==> src/rtl/vic_pkg.sv <==
package vic_pkg;
    localparam int unsigned NSRC   = 32;
    localparam int unsigned NSLOT  = 16;
    localparam int unsigned DW     = 32;
    localparam int unsigned AW     = 12;
    localparam int unsigned SRCW   = $clog2(NSRC);
    localparam int unsigned SLOTW  = $clog2(NSLOT);
    localparam int unsigned NLVL   = NSLOT + 1;
    localparam int unsigned LVLW   = $clog2(NLVL + 1);

    typedef logic [LVLW-1:0] lvl_t;

    localparam lvl_t LVL_UNBOUND = lvl_t'(NSLOT);
    localparam lvl_t LVL_NONE    = lvl_t'(NSLOT + 1);

    localparam logic [AW-1:0] A_STAT_N  = 12'h000;
    localparam logic [AW-1:0] A_STAT_F  = 12'h004;
    localparam logic [AW-1:0] A_ROUTE   = 12'h00C;
    localparam logic [AW-1:0] A_EN_SET  = 12'h010;
    localparam logic [AW-1:0] A_EN_CLR  = 12'h014;
    localparam logic [AW-1:0] A_SW_SET  = 12'h018;
    localparam logic [AW-1:0] A_SW_CLR  = 12'h01C;
    localparam logic [AW-1:0] A_VECTOR  = 12'h030;
    localparam logic [AW-1:0] A_FALLBK  = 12'h034;
    localparam logic [AW-1:0] A_ID0     = 12'hFE0;
    localparam logic [AW-1:0] A_ID1     = 12'hFE4;
    localparam logic [AW-1:0] A_ID2     = 12'hFE8;
    localparam logic [AW-1:0] A_ID3     = 12'hFEC;
    localparam logic [5:0]    A_HADDR_PAGE = 6'h04;
    localparam logic [5:0]    A_SCTL_PAGE  = 6'h08;
endpackage

==> src/rtl/vic_arb.sv <==
module vic_arb
    import vic_pkg::*;
(
    input  logic [NSRC-1:0] req_i,
    input  lvl_t [NSRC-1:0] lvl_i,
    output lvl_t            best_o
);
    always_comb begin
        best_o = LVL_NONE;
        for (int i = 0; i < NSRC; i++) begin
            if (req_i[i] && (lvl_i[i] < best_o)) begin
                best_o = lvl_i[i];
            end
        end
    end
endmodule

==> src/rtl/vic_isr.sv <==
module vic_isr
    import vic_pkg::*;
(
    input  logic clk,
    input  logic rst_n,
    input  logic push_i,
    input  lvl_t push_lvl_i,
    input  logic pop_i,
    output lvl_t top_o
);
    typedef struct packed {
        logic [NLVL-1:0] busy;
    } isr_st_t;

    isr_st_t st_d, st_q;

    always_comb begin
        st_d = st_q;
        if (pop_i) begin
            st_d.busy = st_q.busy & (st_q.busy - NLVL'(1));
        end else if (push_i) begin
            st_d.busy = st_q.busy | (NLVL'(1) << push_lvl_i);
        end
        top_o = LVL_NONE;
        for (int j = NLVL - 1; j >= 0; j--) begin
            if (st_q.busy[j]) top_o = lvl_t'(j);
        end
    end

    always_ff @(posedge clk) begin
        if (!rst_n) st_q <= '0;
        else        st_q <= st_d;
    end

    // an acknowledge only ever stacks a rank stronger than the one in service
    p_push_outranks_r7: assert property (@(posedge clk) disable iff (!rst_n)
        push_i |-> (push_lvl_i < top_o));

    // an acknowledge adds exactly one rank in service
    p_push_grows_r7: assert property (@(posedge clk) disable iff (!rst_n)
        (push_i && !pop_i) |=> ($countones(st_q.busy) == $countones($past(st_q.busy)) + 1));

    // retiring with nothing in service leaves the in-service set empty
    p_pop_empty_r9: assert property (@(posedge clk) disable iff (!rst_n)
        (pop_i && (st_q.busy == '0)) |=> (st_q.busy == '0));
endmodule

==> src/rtl/vic_top.sv <==
module vic_top
    import vic_pkg::*;
(
    input  logic            clk,
    input  logic            rst_n,
    input  logic [NSRC-1:0] irq_pin_i,
    input  logic            bus_sel_i,
    input  logic            bus_wr_i,
    input  logic [AW-1:0]   bus_addr_i,
    input  logic [DW-1:0]   bus_wdata_i,
    output logic [DW-1:0]   bus_rdata_o,
    output logic            irq_o,
    output logic            fiq_o
);
    typedef struct packed {
        logic [NSRC-1:0]            pin;
        logic [NSRC-1:0]            en;
        logic [NSRC-1:0]            route;
        logic [NSRC-1:0]            sw;
        lvl_t [NSRC-1:0]            lvl;
        logic [NSLOT-1:0][SRCW-1:0] ssrc;
        logic [NSLOT-1:0]           sen;
        logic [NSLOT-1:0][DW-1:0]   haddr;
        logic [DW-1:0]              fallbk;
        logic [DW-1:0]              rdata;
    } vic_st_t;

    vic_st_t st_d, st_q, st_rst;

    logic [NSRC-1:0] active, act_n, act_f;
    logic [AW-1:0]   wa;
    logic [SLOTW-1:0] slot;
    logic            rd_acc, wr_acc, rd_vec, ack, eoi;
    lvl_t            best, top;
    logic [DW-1:0]   vec_val;

    vic_arb u_arb (
        .req_i  (act_n),
        .lvl_i  (st_q.lvl),
        .best_o (best)
    );

    vic_isr u_isr (
        .clk        (clk),
        .rst_n      (rst_n),
        .push_i     (ack),
        .push_lvl_i (best),
        .pop_i      (eoi),
        .top_o      (top)
    );

    always_comb begin
        st_rst = '0;
        for (int i = 0; i < NSRC; i++) st_rst.lvl[i] = LVL_UNBOUND;

        active = st_q.en & (st_q.pin | st_q.sw);
        act_n  = active & ~st_q.route;
        act_f  = active & st_q.route;
        irq_o  = (best < top);
        fiq_o  = |act_f;

        wa     = bus_addr_i & ~AW'(3);
        slot   = wa[SLOTW+1:2];
        rd_acc = bus_sel_i && !bus_wr_i;
        wr_acc = bus_sel_i && bus_wr_i;
        rd_vec = rd_acc && (wa == A_VECTOR);
        ack    = rd_vec && irq_o;
        eoi    = wr_acc && (wa == A_VECTOR);

        if (best < LVL_UNBOUND) vec_val = st_q.haddr[best[SLOTW-1:0]];
        else                    vec_val = st_q.fallbk;

        st_d     = st_q;
        st_d.pin = irq_pin_i;

        if (rd_acc) begin
            st_d.rdata = '0;
            if (wa[AW-1:6] == A_HADDR_PAGE) begin
                st_d.rdata = st_q.haddr[slot];
            end else if (wa[AW-1:6] == A_SCTL_PAGE) begin
                st_d.rdata = DW'({st_q.sen[slot], st_q.ssrc[slot]});
            end else begin
                case (wa)
                    A_STAT_N: st_d.rdata = act_n;
                    A_STAT_F: st_d.rdata = act_f;
                    A_ROUTE:  st_d.rdata = st_q.route;
                    A_EN_SET: st_d.rdata = st_q.en;
                    A_SW_SET: st_d.rdata = st_q.sw;
                    A_VECTOR: st_d.rdata = irq_o ? vec_val : '0;
                    A_FALLBK: st_d.rdata = st_q.fallbk;
                    A_ID0:    st_d.rdata = DW'(8'h90);
                    A_ID1:    st_d.rdata = DW'(8'h11);
                    A_ID2:    st_d.rdata = DW'(8'h10);
                    A_ID3:    st_d.rdata = '0;
                    default:  st_d.rdata = '0;
                endcase
            end
        end

        if (wr_acc) begin
            if (wa[AW-1:6] == A_HADDR_PAGE) begin
                st_d.haddr[slot] = bus_wdata_i;
            end else if (wa[AW-1:6] == A_SCTL_PAGE) begin
                st_d.ssrc[slot] = bus_wdata_i[SRCW-1:0];
                st_d.sen[slot]  = bus_wdata_i[SRCW];
                if (bus_wdata_i[SRCW]) begin
                    st_d.lvl[bus_wdata_i[SRCW-1:0]] = lvl_t'(slot);
                end else begin
                    for (int i = 0; i < NSRC; i++) begin
                        if (st_q.lvl[i] == lvl_t'(slot)) st_d.lvl[i] = LVL_UNBOUND;
                    end
                end
            end else begin
                case (wa)
                    A_ROUTE:  st_d.route  = bus_wdata_i;
                    A_EN_SET: st_d.en     = st_q.en | bus_wdata_i;
                    A_EN_CLR: st_d.en     = st_q.en & ~bus_wdata_i;
                    A_SW_SET: st_d.sw     = st_q.sw | bus_wdata_i;
                    A_SW_CLR: st_d.sw     = st_q.sw & ~bus_wdata_i;
                    A_FALLBK: st_d.fallbk = bus_wdata_i;
                    default:  ;
                endcase
            end
        end

        bus_rdata_o = st_q.rdata;
    end

    always_ff @(posedge clk) begin
        if (!rst_n) st_q <= st_rst;
        else        st_q <= st_d;
    end

    // a vector read with nothing to acknowledge returns zero
    p_vec_idle_zero_r7: assert property (@(posedge clk) disable iff (!rst_n)
        (rd_vec && !irq_o) |=> (bus_rdata_o == '0));

    // the set word never drops an enable bit
    p_enset_keeps_r3: assert property (@(posedge clk) disable iff (!rst_n)
        (wr_acc && (wa == A_EN_SET)) |=> ((st_q.en & $past(st_q.en)) == $past(st_q.en)));

    // the clear word never raises an enable bit
    p_enclr_only_r3: assert property (@(posedge clk) disable iff (!rst_n)
        (wr_acc && (wa == A_EN_CLR)) |=> ((st_q.en & ~$past(st_q.en)) == '0));

    // the fast line stays low while no input is routed to it
    p_fiq_route_r2: assert property (@(posedge clk) disable iff (!rst_n)
        (st_q.route == '0) |-> !fiq_o);
endmodule

==> config.mk <==
export PLATFORM = sky130hd
export DESIGN_NAME = vic_top
export DESIGN_NICKNAME = d
export VERILOG_FILES = /design/src/rtl/vic_pkg.sv /design/src/rtl/vic_arb.sv /design/src/rtl/vic_isr.sv /design/src/rtl/vic_top.sv
export SDC_FILE = /design/constraint.sdc
export NUM_CORES = 2
export LEC_CHECK = 0
export BUFFER_PORTS_ARGS = -buffer_cell sky130_fd_sc_hd__buf_2
export CAP_MARGIN = 20
export CORE_ASPECT_RATIO = 0.5
export CORE_MARGIN = 5
export CORE_UTILIZATION = 25
export DETAILED_ROUTE_END_ITERATION = 10
export PLACE_DENSITY = 0.42
export SYNTH_ARGS = -nofsm -noshare
export SYNTH_HDL_FRONTEND = slang
export SYNTH_SLANG_ARGS = --single-unit
==> constraint.sdc <==
create_clock -name clk -period 125.9 [get_ports clk]
set_clock_uncertainty 0.15 [all_clocks]
set_input_delay 18.885 -clock clk [delete_from_list [all_inputs] [get_ports clk]]
set_output_delay 18.885 -clock clk [all_outputs]
set_load 0.05 [all_outputs]
==> results_tabular.tex <==
\begin{tabular}{lr}
\hline
Metric & Value \\
\hline
\multicolumn{2}{l}{\textbf{Placement}} \\
Routability congestion estimate from global placement & 0.8354 \\
Half-perimeter wire length after detailed placement & 145200 um \\
Count of buffers from port buffering & 111 \\
Pre-CTS WS & 51.84 ns \\
\multicolumn{2}{l}{\textbf{Global route}} \\
Aggregate global routing overflow & 0 \\
Wire length of the first global-routing pass & 354800 um \\
Met1 layer usage reported by global route & between 20 and 30\% \\
Number of global-route vias before repair & 49640 \\
GR Util met2 & 31.95\% \\
GRT met3 Usage & 2.876\% \\
Pin count of the biggest net entering global routing & 191 \\
Number of antenna violations at the first check in global routing & 21 \\
Overall global routing resource usage & 20.30\% \\
GRT Max-Usage Layer & met2 \\
\multicolumn{2}{l}{\textbf{Hold path}} \\
Min-Delay Endpoint & st\_q[625] \\
Number of cells traversed by the worst hold path & 2 \\
Class of the tightest hold or removal check & register to register \\
Hold path startpoint & st\_q[625] \\
\multicolumn{2}{l}{\textbf{Setup path}} \\
Crit Path Category & register to output pin \\
End of the worst register-to-register path & bus\_rdata\_o[25] \\
Worst reg-to-reg setup slack & between 60 and 70 ns \\
Category of the worst setup path launch point & register \\
Arrival time reported for the critical path endpoint & roughly 56 ns \\
Worst Setup End Kind & output pin \\
Cells on worst reg2reg path & 237 \\
Crit path max fanout & 29 \\
Worst path slowest cell & sky130\_fd\_sc\_hd\_\_or4b\_2 \\
Crit-path most repeated cell & sky130\_fd\_sc\_hd\_\_ha\_1 \\
CP peak stage delay & around 0.79 ns \\
Worst Path Required & approximately 110 ns \\
\multicolumn{2}{l}{\textbf{Clock network}} \\
Cts hold-fix bufs & 0 \\
Postcts setup bufs & 0 \\
Clock root buffer & sky130\_fd\_sc\_hd\_\_clkbuf\_16 \\
Clock buffers created by TritonCTS & 108 \\
Worst-Skew Late Latency & roughly 0.77 ns \\
Number of H-tree levels & 3 \\
Number of buffers on the longest clock path & 3 \\
Sink Count & roughly 1000 \\
TritonCTS clock tree & done \\
Clock transition at the registers of the reported paths & 0.06 ns \\
Count of instances resized after the clock tree is built & 0 \\
\multicolumn{2}{l}{\textbf{Synthesis}} \\
Flip-flop and latch count after synthesis & 977 \\
Synth warn & 0 \\
Yosys top cell area share & 35.54\% \\
Count of flip-flops with a built-in enable after synthesis & 0 \\
Synth area leader & sky130\_fd\_sc\_hd\_\_dfxtp\_1 \\
Post-synth cell types & about 130 \\
Most common flop cell mapped by yosys & sky130\_fd\_sc\_hd\_\_dfxtp\_1 \\
Syn Std Cell Area & 0.05503 mm2 \\
Leading cell types by total area after synthesis & sky130\_fd\_sc\_hd\_\_dfxtp\_1 36\%, sky130\_fd\_sc\_hd\_\_nand2\_1 9.3\%, sky130\_fd\_sc\_hd\_\_a21oi\_1 8.5\% \\
Sequential element share of the synthesized area & 35.54\% \\
Post-synthesis instance total & 7082 \\
Syn\_area\_per\_cell & 7.770 um2 \\
Synth async-reset ratio & 0\% \\
Total nets after synthesis & 7198 \\
\multicolumn{2}{l}{\textbf{STA}} \\
Min Tclk post-route & 75.37 ns \\
Total negative setup slack & 0 ns \\
Final Hold Fails & 0 \\
Headroom to the max-slew limit & between 15 and 20\% \\
Worst Max-Slew Pin Slew & 1.242 ns \\
Final Max Tran Viols & 0 \\
Post-route worst setup slack & 50.53 ns \\
Final setup violating endpoints & 0 \\
RSZ-0062 raised after global routing & false \\
Final period utilization & between 50\% and 60\% \\
Max frequency & 0.01327 GHz \\
\multicolumn{2}{l}{\textbf{Floorplan}} \\
Die height & 341.8 um \\
Die width & 673.5 um \\
Initial cell density of the core & 25.21\% \\
I/O pin total & 114 \\
Site row count & $\sim$120 \\
Area inside the core boundary & 0.2183 mm2 \\
Area of the die & 0.2302 mm2 \\
\multicolumn{2}{l}{\textbf{Routing}} \\
Drt wl/cell & $\sim$25 um \\
Detail-routed via count per cell & 5.450 \\
Remaining DRCs & 0 \\
Number of search-and-repair iterations in the first detailed-routing pass & 6 \\
Post-DRT Antenna Nets & 0 \\
Vias & roughly 53000 \\
Detailed Route Iter0 Violations & 5809 \\
Post-detailed-routing wire length & between 200000 and 250000 um \\
\multicolumn{2}{l}{\textbf{Run}} \\
Max-cap violations & 0 \\
\multicolumn{2}{l}{\textbf{Layout}} \\
Relative area change from synthesis to final layout & 11.64\% \\
Fill cell count & approximately 24000 \\
Commonest non-fill, non-tap cells in the layout & 1357 x sky130\_fd\_sc\_hd\_\_nand2\_1, 977 x sky130\_fd\_sc\_hd\_\_dfxtp\_1, 935 x sky130\_fd\_sc\_hd\_\_a21oi\_1 \\
Layout Nets & 6857 \\
Most common cell after layout, fill and taps aside & sky130\_fd\_sc\_hd\_\_nand2\_1 \\
Ratio of cells with drive above 1 in the final layout & a little under an eighth \\
\multicolumn{2}{l}{\textbf{Pwr}} \\
Maximum vdd ir drop & 0.00001033 V \\
Ratio of total power to cell area & 10.95 mW/mm2 \\
Leak & about 0.020 uW \\
\multicolumn{2}{l}{\textbf{Outcome}} \\
Result of the run & finished clean \\
\hline
\end{tabular}
## layout make-up
class                   count  area, um2  share of cell area [%]
multi-input cells        5233      32340                   52.64
inverters                 186      705.7                   1.149
diodes                      9      22.52                 0.03666
flip-flops and latches    977      19560                   31.84
clock inverters            33      402.9                  0.6558
clock buffers             157       3129                   5.094
well taps                2952       3694                   6.012
repair buffers            235       1584                   2.578
## registers in the layout, summed over array words and instances (netlist names), named ones only
| name | count |
|---|---|
| st_q | 864 |
| bus_rdata_o | 32 |
| u_isr.st_q | 17 |
## metrics by stage
stage                     hold slack, ns  instance area [um2]  util (%)  power [uW]  std cells
after floorplan                   0.2831                55030         -       339.5       7082
after global placement            0.2901                57880     26.51       353.0       9583
after detailed placement          0.2953                57880     26.51       353.0       9583
after CTS                         0.3026                61410     28.13       679.8       9773
after global routing              0.3195                61430     28.14       693.4       9781
final                             0.3014                61430     28.14       672.9       9782
## cells by family after synthesis
group	Yosys count	share of synthesized area, %
AO/OA/AOI/OAI	2184	25.06
XOR/XNOR	128	2.037
adder cells (fa/ha/maj)	73	1.507
buffers and inverters	872	6.269
flip-flops	977	35.54
multiplexers	291	9.706
AND/OR/NAND/NOR	2557	19.88
## cell usage after synthesis (37+ instances only)
cell type and instances:
sky130_fd_sc_hd__nand2_1 1369, sky130_fd_sc_hd__dfxtp_1 977, sky130_fd_sc_hd__a21oi_1 936, sky130_fd_sc_hd__clkbuf_1 552, sky130_fd_sc_hd__nor2_1 500, sky130_fd_sc_hd__o22ai_1 281, sky130_fd_sc_hd__nor3_1 234, sky130_fd_sc_hd__o21ai_0 209
sky130_fd_sc_hd__mux4_2 190, sky130_fd_sc_hd__inv_1 183, sky130_fd_sc_hd__nand3_1 140, sky130_fd_sc_hd__a22oi_1 138, sky130_fd_sc_hd__xor2_1 96, sky130_fd_sc_hd__mux2i_1 75, sky130_fd_sc_hd__a31oi_1 74, sky130_fd_sc_hd__buf_1 72
sky130_fd_sc_hd__o211ai_1 72, sky130_fd_sc_hd__a311oi_1 70, sky130_fd_sc_hd__and2_1 60, sky130_fd_sc_hd__and3_1 46, sky130_fd_sc_hd__or3_1 41, sky130_fd_sc_hd__buf_4 37
## critical path, delay by kind of cell, from the launching register on
kind	cells	cell delay (ns)
flops	1	0.40
compound gates	91	21.00
mux	9	2.46
fa+ha+maj	32	8.28
buf+inv	28	3.21
simple gates	74	20.15
## routing by layer
| layer | vias to the layer above | part of all wire, % |
|---|---|---|
| met1 | 26340 | 46 |
| met3 | 324 | 6.7 |
| li1 | 24740 | - |
| met5 | - | 0 |
| met2 | 1917 | 45 |
| met4 | 0 | 2.7 |
## worst max path at each step
stage / from / to / slack, ns / depth (start not counted)
detailed placement: register / irq_o / 51.84 / 235
global placement: register / irq_o / 51.78 / 234
CTS: register / irq_o / 50.78 / 235
finish: register / irq_o / 50.53 / 234
floorplan: register / irq_o / 60.73 / 249
global route: register / irq_o / 45.86 / 234
## power breakdown
part           switching [uW]  internal (uW)
clock                     142            184
combinational            27.3           7.94
sequential              0.940            310
Note: power is estimated with default switching activity, not from simulation.
